===== src/rtl/xmem_pkg.sv =====
package xmem_pkg;

  typedef enum logic [2:0] {
    OP_SEQ   = 3'd0,
    OP_JMPX  = 3'd1,
    OP_CALLX = 3'd2,
    OP_RETX  = 3'd3,
    OP_JMPL  = 3'd4,
    OP_LOOP  = 3'd5
  } br_op_t;

  typedef enum logic [1:0] {
    ST_ISSUE,
    ST_LWAIT,
    ST_REQ,
    ST_HOLD
  } fst_t;

endpackage


===== src/rtl/xmem_line.sv =====
module xmem_line #(
  parameter int PC_W       = 17,
  parameter int WORD_W     = 32,
  parameter int LINE_WORDS = 4
) (
  input  logic                         clk,
  input  logic                         rst,
  input  logic                         fill,
  input  logic [LINE_WORDS*WORD_W-1:0] fill_data,
  input  logic                         inval,
  input  logic [PC_W-1:0]              pc,
  output logic                         hit,
  output logic [WORD_W-1:0]            word,
  output logic [WORD_W-1:0]            fill_word
);
  localparam int OFS_W = $clog2(LINE_WORDS);
  localparam int TAG_W = PC_W - OFS_W;

  logic [WORD_W-1:0] words [LINE_WORDS];
  logic [TAG_W-1:0]  tag;
  logic              valid;

  always_ff @(posedge clk) begin
    if (fill) begin
      for (int i = 0; i < LINE_WORDS; i++) begin
        words[i] <= fill_data[i*WORD_W +: WORD_W];
      end
    end
  end

  always_ff @(posedge clk) begin
    if (rst) begin
      valid <= 1'b0;
      tag   <= '0;
    end else if (fill) begin
      valid <= 1'b1;
      tag   <= pc[PC_W-1:OFS_W];
    end else if (inval) begin
      valid <= 1'b0;
    end
  end

  assign hit       = valid && (tag == pc[PC_W-1:OFS_W]);
  assign word      = words[pc[OFS_W-1:0]];
  assign fill_word = fill_data[pc[OFS_W-1:0]*WORD_W +: WORD_W];

endmodule


===== src/rtl/xmem_nextpc.sv =====
module xmem_nextpc
  import xmem_pkg::*;
#(
  parameter int              PC_W      = 17,
  parameter int              LOC_W     = 9,
  parameter int              WORD_W    = 32,
  parameter int              REL_W     = 9,
  parameter logic [LOC_W-1:0] LINK_ADDR = 9'h1EF
) (
  input  logic [2:0]        op,
  input  logic [PC_W-1:0]   ipc,
  input  logic [PC_W+1:0]   arg,
  input  logic              cond,
  input  logic              flags_en,
  input  logic              c_in,
  input  logic              z_in,
  input  logic [LOC_W-1:0]  dreg,
  output logic [PC_W-1:0]   npc,
  output logic              redirect,
  output logic              lnk_we,
  output logic [LOC_W-1:0]  lnk_addr,
  output logic [WORD_W-1:0] lnk_data,
  output logic              flag_we,
  output logic              c_new,
  output logic              z_new
);
  logic [PC_W-1:0] seq, rel_ext, loc_tgt;
  logic            shared_mode;

  assign seq         = ipc + 1'b1;
  assign rel_ext     = {{(PC_W-REL_W){arg[REL_W-1]}}, arg[REL_W-1:0]};
  assign loc_tgt     = {{(PC_W-LOC_W){1'b0}}, arg[LOC_W-1:0]};
  assign shared_mode = (ipc[PC_W-1:LOC_W] != '0);

  always_comb begin
    npc      = seq;
    redirect = 1'b0;
    lnk_we   = 1'b0;
    lnk_addr = LINK_ADDR;
    lnk_data = '0;
    flag_we  = 1'b0;
    c_new    = arg[PC_W];
    z_new    = arg[PC_W+1];
    case (br_op_t'(op))
      OP_JMPX: begin
        npc      = arg[PC_W-1:0];
        redirect = 1'b1;
      end
      OP_CALLX: begin
        npc                = arg[PC_W-1:0];
        redirect           = 1'b1;
        lnk_we             = 1'b1;
        lnk_data[PC_W-1:0] = seq;
        lnk_data[PC_W]     = flags_en & c_in;
        lnk_data[PC_W+1]   = flags_en & z_in;
      end
      OP_RETX: begin
        npc      = arg[PC_W-1:0];
        redirect = 1'b1;
        flag_we  = flags_en;
      end
      OP_JMPL: begin
        npc                = loc_tgt;
        redirect           = 1'b1;
        lnk_we             = 1'b1;
        lnk_addr           = dreg;
        lnk_data[PC_W-1:0] = seq;
      end
      OP_LOOP: begin
        if (cond) begin
          npc      = shared_mode ? (seq + rel_ext) : loc_tgt;
          redirect = 1'b1;
        end
      end
      default: ;
    endcase
  end

endmodule


===== src/rtl/xmem_fetch.sv =====
module xmem_fetch
  import xmem_pkg::*;
#(
  parameter int               PC_W       = 17,
  parameter int               LOC_W      = 9,
  parameter int               WORD_W     = 32,
  parameter int               LINE_WORDS = 4,
  parameter int               REL_W      = 9,
  parameter logic [LOC_W-1:0] LINK_ADDR  = 9'h1EF,
  parameter logic [PC_W-1:0]  RESET_PC   = '0
) (
  input  logic                         clk,
  input  logic                         rst,
  output logic                         instr_valid,
  output logic [WORD_W-1:0]            instr,
  output logic [PC_W-1:0]              instr_pc,
  input  logic                         instr_take,
  input  logic [2:0]                   br_op,
  input  logic [PC_W+1:0]              br_arg,
  input  logic                         br_cond,
  input  logic                         br_flags,
  input  logic [LOC_W-1:0]             br_dreg,
  input  logic                         c_in,
  input  logic                         z_in,
  output logic                         flag_we,
  output logic                         c_out,
  output logic                         z_out,
  output logic                         lnk_we,
  output logic [LOC_W-1:0]             lnk_addr,
  output logic [WORD_W-1:0]            lnk_data,
  output logic                         loc_en,
  output logic [LOC_W-1:0]             loc_addr,
  input  logic [WORD_W-1:0]            loc_rdata,
  output logic                         mem_req,
  output logic [PC_W-$clog2(LINE_WORDS)-1:0] mem_addr,
  input  logic                         mem_gnt,
  input  logic [LINE_WORDS*WORD_W-1:0] mem_rdata
);
  localparam int OFS_W = $clog2(LINE_WORDS);

  fst_t              st;
  logic [PC_W-1:0]   fpc;
  logic              is_local, take, fill;
  logic              hit;
  logic [WORD_W-1:0] hit_word, fill_word;

  logic [PC_W-1:0]   n_pc;
  logic              n_redirect, n_lnk_we, n_flag_we, n_c, n_z;
  logic [LOC_W-1:0]  n_lnk_addr;
  logic [WORD_W-1:0] n_lnk_data;

  assign is_local = (fpc[PC_W-1:LOC_W] == '0);
  assign take     = (st == ST_HOLD) && instr_take;
  assign fill     = (st == ST_REQ) && mem_gnt;

  assign loc_en   = (st == ST_ISSUE) && is_local;
  assign loc_addr = fpc[LOC_W-1:0];
  assign mem_req  = (st == ST_REQ);
  assign mem_addr = fpc[PC_W-1:OFS_W];

  xmem_line #(
    .PC_W(PC_W), .WORD_W(WORD_W), .LINE_WORDS(LINE_WORDS)
  ) u_line (
    .clk(clk), .rst(rst), .fill(fill), .fill_data(mem_rdata),
    .inval(take && n_redirect), .pc(fpc),
    .hit(hit), .word(hit_word), .fill_word(fill_word)
  );

  xmem_nextpc #(
    .PC_W(PC_W), .LOC_W(LOC_W), .WORD_W(WORD_W), .REL_W(REL_W),
    .LINK_ADDR(LINK_ADDR)
  ) u_npc (
    .op(br_op), .ipc(instr_pc), .arg(br_arg), .cond(br_cond),
    .flags_en(br_flags), .c_in(c_in), .z_in(z_in), .dreg(br_dreg),
    .npc(n_pc), .redirect(n_redirect), .lnk_we(n_lnk_we),
    .lnk_addr(n_lnk_addr), .lnk_data(n_lnk_data),
    .flag_we(n_flag_we), .c_new(n_c), .z_new(n_z)
  );

  always_ff @(posedge clk) begin
    if (rst) begin
      st          <= ST_ISSUE;
      fpc         <= RESET_PC;
      instr_valid <= 1'b0;
      instr       <= '0;
      instr_pc    <= '0;
      lnk_we      <= 1'b0;
      lnk_addr    <= '0;
      lnk_data    <= '0;
      flag_we     <= 1'b0;
      c_out       <= 1'b0;
      z_out       <= 1'b0;
    end else begin
      lnk_we  <= 1'b0;
      flag_we <= 1'b0;
      case (st)
        ST_ISSUE: begin
          if (is_local) begin
            st <= ST_LWAIT;
          end else if (hit) begin
            instr       <= hit_word;
            instr_pc    <= fpc;
            instr_valid <= 1'b1;
            st          <= ST_HOLD;
          end else begin
            st <= ST_REQ;
          end
        end
        ST_LWAIT: begin
          instr       <= loc_rdata;
          instr_pc    <= fpc;
          instr_valid <= 1'b1;
          st          <= ST_HOLD;
        end
        ST_REQ: begin
          if (mem_gnt) begin
            instr       <= fill_word;
            instr_pc    <= fpc;
            instr_valid <= 1'b1;
            st          <= ST_HOLD;
          end
        end
        ST_HOLD: begin
          if (instr_take) begin
            instr_valid <= 1'b0;
            fpc         <= n_pc;
            st          <= ST_ISSUE;
            lnk_we      <= n_lnk_we;
            flag_we     <= n_flag_we;
            if (n_lnk_we) begin
              lnk_addr <= n_lnk_addr;
              lnk_data <= n_lnk_data;
            end
            if (n_flag_we) begin
              c_out <= n_c;
              z_out <= n_z;
            end
          end
        end
        default: st <= ST_ISSUE;
      endcase
    end
  end

endmodule


===== config.mk =====
export PLATFORM = sky130hd
export DESIGN_NAME = xmem_fetch
export DESIGN_NICKNAME = d
export VERILOG_FILES = /design/src/rtl/xmem_pkg.sv /design/src/rtl/xmem_line.sv /design/src/rtl/xmem_nextpc.sv /design/src/rtl/xmem_fetch.sv
export SDC_FILE = /design/constraint.sdc
export NUM_CORES = 1
export LEC_CHECK = 0
export CAP_MARGIN = 10
export CORE_AREA = 2 2 160 162
export DETAILED_ROUTE_END_ITERATION = 12
export DIE_AREA = 0 0 162 164
export PLACE_DENSITY_LB_ADDON = 0.3
export RECOVER_POWER = 100
export SLEW_MARGIN = 5
export SYNTH_ARGS = -nofsm -noshare
export SYNTH_HDL_FRONTEND = slang
export SYNTH_SLANG_ARGS = --single-unit

===== constraint.sdc =====
create_clock -name clk -period 6.4 [get_ports clk]
set_clock_uncertainty 0.05 [all_clocks]
set_input_delay 1.28 -clock clk [delete_from_list [all_inputs] [get_ports clk]]
set_output_delay 1.28 -clock clk [all_outputs]
set_load 0.01 [all_outputs]

# Word level (Yosys, flattened, before mapping)
# Memory sizes are Yosys's and may differ from the RTL's. A register that Yosys moved wholly into a read port is not among the register bits.
# Cells that the tools add are included.
[classes]
muxes = 34
shifts = 1
addsub = 2
bitwise = 4
reduce_logical = 20
eq_ne = 13
[ops]
columns = ["op", "count"]
rows = [
  ["128-bit by 8-bit indexed part select with 32-bit output", 1],
  ["17-bit two-way mux", 6],
  ["17-bit case mux with 3 select lines", 2],
  ["32-bit two-way mux", 3],
  ["32-bit case mux with 3 select lines", 1],
  ["17-bit by 1-bit adder with 17-bit output (second input constant)", 1],
  ["17-bit adder", 1],
  ["15-bit == test", 1],
  ["1-bit two-way mux", 12],
  ["2-bit two-way mux", 6],
  ["9-bit two-way mux", 1],
  ["8-bit zero test", 1],
  ["2-bit case mux with 4 select lines", 1],
  ["4-bit AND reduction", 2],
  ["8-bit nonzero test", 1],
  ["3-bit by 2-bit == test with 1-bit output (second input constant)", 2],
  ["3-bit == test (second input constant)", 2],
  ["2-bit inequality test (second input constant)", 3],
  ["3-bit AND reduction", 2],
  ["3-bit OR reduction", 2],
  ["1-bit logical AND", 5],
  ["2-bit == test (second input constant)", 2],
  ["1-bit case mux with 4 select lines", 1],
  ["2-bit AND reduction", 2],
  ["11 further kinds", 13],
]
[word_totals]
regBits = 117
output_inout_bits = 121
ram_bits = 128
inputBits = 199
elab_cells = 88
memories = 1
[memory_table]
columns = ["name", "words", "width", "read_ports", "rd_ports_with_merged_regs", "write_ports", "line_no", "text"]
rows = [
  ["u_line.words", 4, 32, 1, 1, 4, "xmem_line.sv:19", "logic [WORD_W-1:0] words [LINE_WORDS];"],
]

# Depth between registers and ports, before layout
[logic_depth]
depth_word = 7
ltp_mapped = 14
ltp_nobuf = 14

# Modules after synthesis
# From an unflattened synthesis, not the netlist that was laid out.
[hier_totals]
hier_cells = 1192
area_unflattened_um2 = 13083.8
[modules_own_cells]
columns = ["mod", "seq_area_each_um2", "cells_per_inst", "instances", "area_each_um2"]
rows = [
  ["xmem_line", 4164.0, 279, 1, 6188.4],
  ["xmem_fetch", 2282.2, 641, 1, 4986.0],
  ["xmem_nextpc", 0.0, 272, 1, 1909.3],
]

# Worst setup path after synthesis
# Ideal clock, no wire load.
[synth_path]
kind = "input to register"
startpoint = "input mem_gnt"
endpoint = "memory u_line.words[0][0], enable pin"
setup_time_ns = 0.542
t_arrival_ns = 5.251
path_stages = 3
setup_slack_ns = 0.557
cell_sequence = "nand2_1 > inv_1 > clkbuf_1"
[synth_lines]
columns = ["item", "line_no", "text"]
rows = [
  ["start: declaration", "xmem_fetch.sv:36", "input logic mem_gnt,"],
  ["end: declaration", "xmem_line.sv:19", ""],
]

==> results by group <==
Worst setup path
  • Crit path kind: in -> reg
  • Worst Path Buf+Inv: 3
  • CP Data Arrival Time: just over 5 ns
  • Worst R2R End: instr[8]
  • Cell Chain, Critical Path: clkdlybuf4s50_1, nand2_1, clkinvlp_4, buf_4
  • Slowest cell delay on critical path: 1.90 ns
  • CP Capture Type: register
  • FF-to-FF setup slack: around 1.6 ns
  • Critical Path RT: roughly 6.6 ns
  • Crit path max-delay family: buffers and inverters
  • Reg-to-Reg Start: st[0]
  • CP max FO: ~110
  • Reg2reg path depth: 7
  • Worst path slowest cell: clkinvlp_4
  • CP startpoint kind: primary input

Floorplanning
  • # IOs: 320
  • Die width: between 150 and 200 um
  • Core Box Area: 0.0248 mm2
  • Initial Util: 0.481
  • Die Area: between 0.02 and 0.03 mm2
  • Rows: 58
  • Die Y: 164 um

Logic synthesis
  • Post-synth top area share: 0.322
  • Synth top area cells: edfxtp_1 (32%), dfxtp_1 (20%), mux4_2 (12%)
  • Synth async-reset ratio: 0
  • Syn_area_per_cell: 11.3 um2
  • Post-synth cell types: between 50 and 60
  • Mapped Area: about 0.012 mm2
  • EDFF count, synth: around 130
  • Synth Register Bits: ~250
  • Ys flop type: edfxtp_1
  • Post-Synthesis Cells: ~1100
  • Yosys top cell by area: edfxtp_1
  • Yosys warns: 0
  • Post-synthesis sequential area ratio: 0.521

CTS
  • Num CTS Buffers: 27
  • Worst-skew pair later-pin latency: around 0.53 ns
  • Postcts setup bufs: 0
  • Clock Path Buffers: 3
  • Clock root buffer: clkbuf_16
  • Sink Count: ~250
  • Clk pin slew, worst setup/hold paths: 0.06 ns
  • Post-cts resize count: 0
  • CTS tree: built
  • H-tree depth: 1
  • Hold bufs inserted after CTS: 0

Finish
  • Final cell count without fillers: around 1700
  • Final cell area excluding filler cells: approximately 0.016 mm2
  • Area growth syn-to-layout: 33.8%
  • Nets: approximately 1600
  • Fraction of layout cells with a size suffix above 1: 0.0964
  • Number of fill cells: between 1500 and 2000

Global routing
  • Vias in the first global route: 9626
  • Global-route wire length before repair: between 50 and 60 mm
  • GRT Util Overall: 0.264
  • Largest net degree at the start of global routing: 110
  • Initial antenna violation count: 5
  • Total gr overflow: 0

Pwr
  • Static Leak: slightly below 6 nW
  • Combinational Power Share: 0.300
  • Clock power share: 0.303
  • Int Power: ~0.0034 W
  • VDD IR max: about 280 uV
  • Switch share: 0.326
  • Power Dens Cells: approximately 320 mW/mm2
  • Seq pwr share: 0.398
  • Psw: around 0.0016 W

Timing
  • Final Hold Fails: 0
  • Fin. max-slew vios: roughly 350
  • Worst slew margin: -1.67
  • Final setup viols: 0
  • Setup_tns: 0 ns
  • Fmax: between 200 and 250 MHz
  • Tcrit/Tclk final: 0.766
  • Measured slew at the worst slew-check pin: 4.01 ns
  • RSZ-0062 raised after global routing: no
  • Final Critical Period: ~4.9 ns

Routing
  • WL per Instance: roughly 21 um
  • DR vias/cell: between 5 and 6
  • Via count: roughly 10000
  • Initial DRC count: just under 800
  • Final wirelength: ~36 mm
  • # DRC: 0
  • Drt pass-1 iters: 5
  • Final antenna-violating net count: 0

Run
  • Max-cap violation count: 6

Hold path
  • Hold endpoint: instr[21]
  • Hold WC Path Type: reg -> reg
  • Hold Path Stages: 2
  • Hold_sp: instr[21]

Placed design
  • Placement Cell Area: 0.0151 mm2
  • Input/output buffers: roughly 310
  • DP HPWL: around 24 mm
  • GPL Wtd Cong: around 0.93
  • Dpl cells: roughly 1600

Status
  • Status: finished, violations left
  • Violated checks: capacitance limit, slew limit
[registers in the layout, indices dropped and copies added (netlist names), named ones only]
signal / flops
lnk_addr: 9
instr: 32
fpc: 17
instr_pc: 17
u_line.valid: 1
instr_valid: 1
z_out: 1
u_line.words: 128
u_line.tag: 15
c_out: 1
st: 2
lnk_data: 19
flag_we: 1
lnk_we: 1
[cells in the mapped netlist, types with 2 or more instances]
cell / n
nand3_1: 9
nor3_1: 21
a21oi_1: 95
o21ai_0: 24
o31ai_1: 3
buf_4: 23
a221oi_1: 7
nor4_1: 6
a221o_1: 4
a211o_1: 4
mux4_2: 64
clkbuf_1: 51
nand4_1: 9
nand2b_1: 8
buf_6: 5
and3_1: 6
buf_1: 3
a21o_1: 7
mux2_2: 2
or3_1: 2
nor2b_1: 4
dfxtp_1: 119
a211oi_1: 12
o221ai_1: 2
nor2_1: 71
xnor2_1: 37
ha_1: 21
nand2_1: 161
o211ai_1: 37
a21boi_0: 2
and2_1: 7
mux2i_1: 7
a22oi_1: 36
buf_2: 6
edfxtp_1: 128
o211a_1: 2
o21a_1: 6
o22ai_1: 10
xor2_1: 5
inv_1: 17
[metrics by stage]
step                      setup slack (ns)  utilization  hold WS (ns)  power [W]
after floorplan                      0.557            -         0.400    0.00298
after global placement                2.13        0.609         0.391    0.00359
after detailed placement              2.13        0.609         0.397    0.00362
after CTS                             2.54        0.644         0.406    0.00514
after global routing                  1.15        0.644         0.420    0.00530
final                                 1.50        0.644         0.401    0.00505
[placed cells by master, fill, tap and decap left out, types with 16 or more instances in the layout]
master	instances
clkdlybuf4s50_1	69
dfxtp_1	115
edfxtp_1	128
nand2_1	161
dlygate4sd3_1	236
o211ai_1	37
a22oi_1	36
a21oi_1	95
nor3_1	21
mux4_2	64
clkbuf_16	28
ha_1	20
inv_1	16
o21ai_0	24
nor2_1	71
xnor2_1	37
[area by class of cell]
type | count | area (um2) | share of cell area
well taps | 330 | 413 | 0.0258
repair buffers | 318 | 3140 | 0.196
inverters | 17 | 67.6 | 0.00423
multi-input cells | 718 | 5260 | 0.329
clock inverters | 9 | 81.3 | 0.00509
flip-flops and latches | 247 | 6230 | 0.390
diodes | 4 | 10.0 | 0.000626
clock buffers | 40 | 791 | 0.0495
[layer usage]
layer	GRT usage	part of all wire	vias to the layer above
met5	0	0.00076	-
met4	0.0981	0.034	4
met3	0.0510	0.088	86
met2	0.444	0.49	489
met1	0.342	0.39	4702
li1	-	-	4481
[worst max path at each step]
stage               cells after the start                  end  slack (ns)   startpoint
global route                            4  u_line.words[2][21]        1.15      mem_gnt
detailed placement                     12              fpc[16]        2.13    br_arg[0]
finish                                  4  u_line.words[0][11]        1.50      mem_gnt
global placement                       10              fpc[16]        2.13    br_arg[8]
CTS                                    12              fpc[16]        2.54  instr_pc[0]
floorplan                               3   u_line.words[0][0]        0.56      mem_gnt
[power by group through the flow]
stage,clock [W],sequential [W],combinational [W]
after global placement,0,0.00203,0.00155
after CTS,0.00155,0.00201,0.00159
final,0.00153,0.00201,0.00152
after detailed placement,0,0.00204,0.00158
after global routing,0.00162,0.00203,0.00165
after floorplan,0,0.00207,0.000914
[worst reg2reg max path, delay by kind of cell (launching register included)]
family | cells | cell delay (ns)
compound gates | 1 | 0.23
buf+inv | 2 | 1.65
flops | 1 | 0.33
simple gates | 3 | 2.20
fa+ha+maj | 1 | 0.18
[kinds of logic after synthesis]
kind of cell / Yosys count / share of synthesized area
xor gates and xnor gates: 42 / 0.0308
buffers and inverters: 105 / 0.0440
and+or+nand+nor: 310 / 0.112
adders and majority gates: 22 / 0.0237
muxes: 73 / 0.128
other: 1 / 0.000314
AOI/OAI and AO/OA: 258 / 0.140
DFF: 247 / 0.521
(Power assumes the default switching activity.)
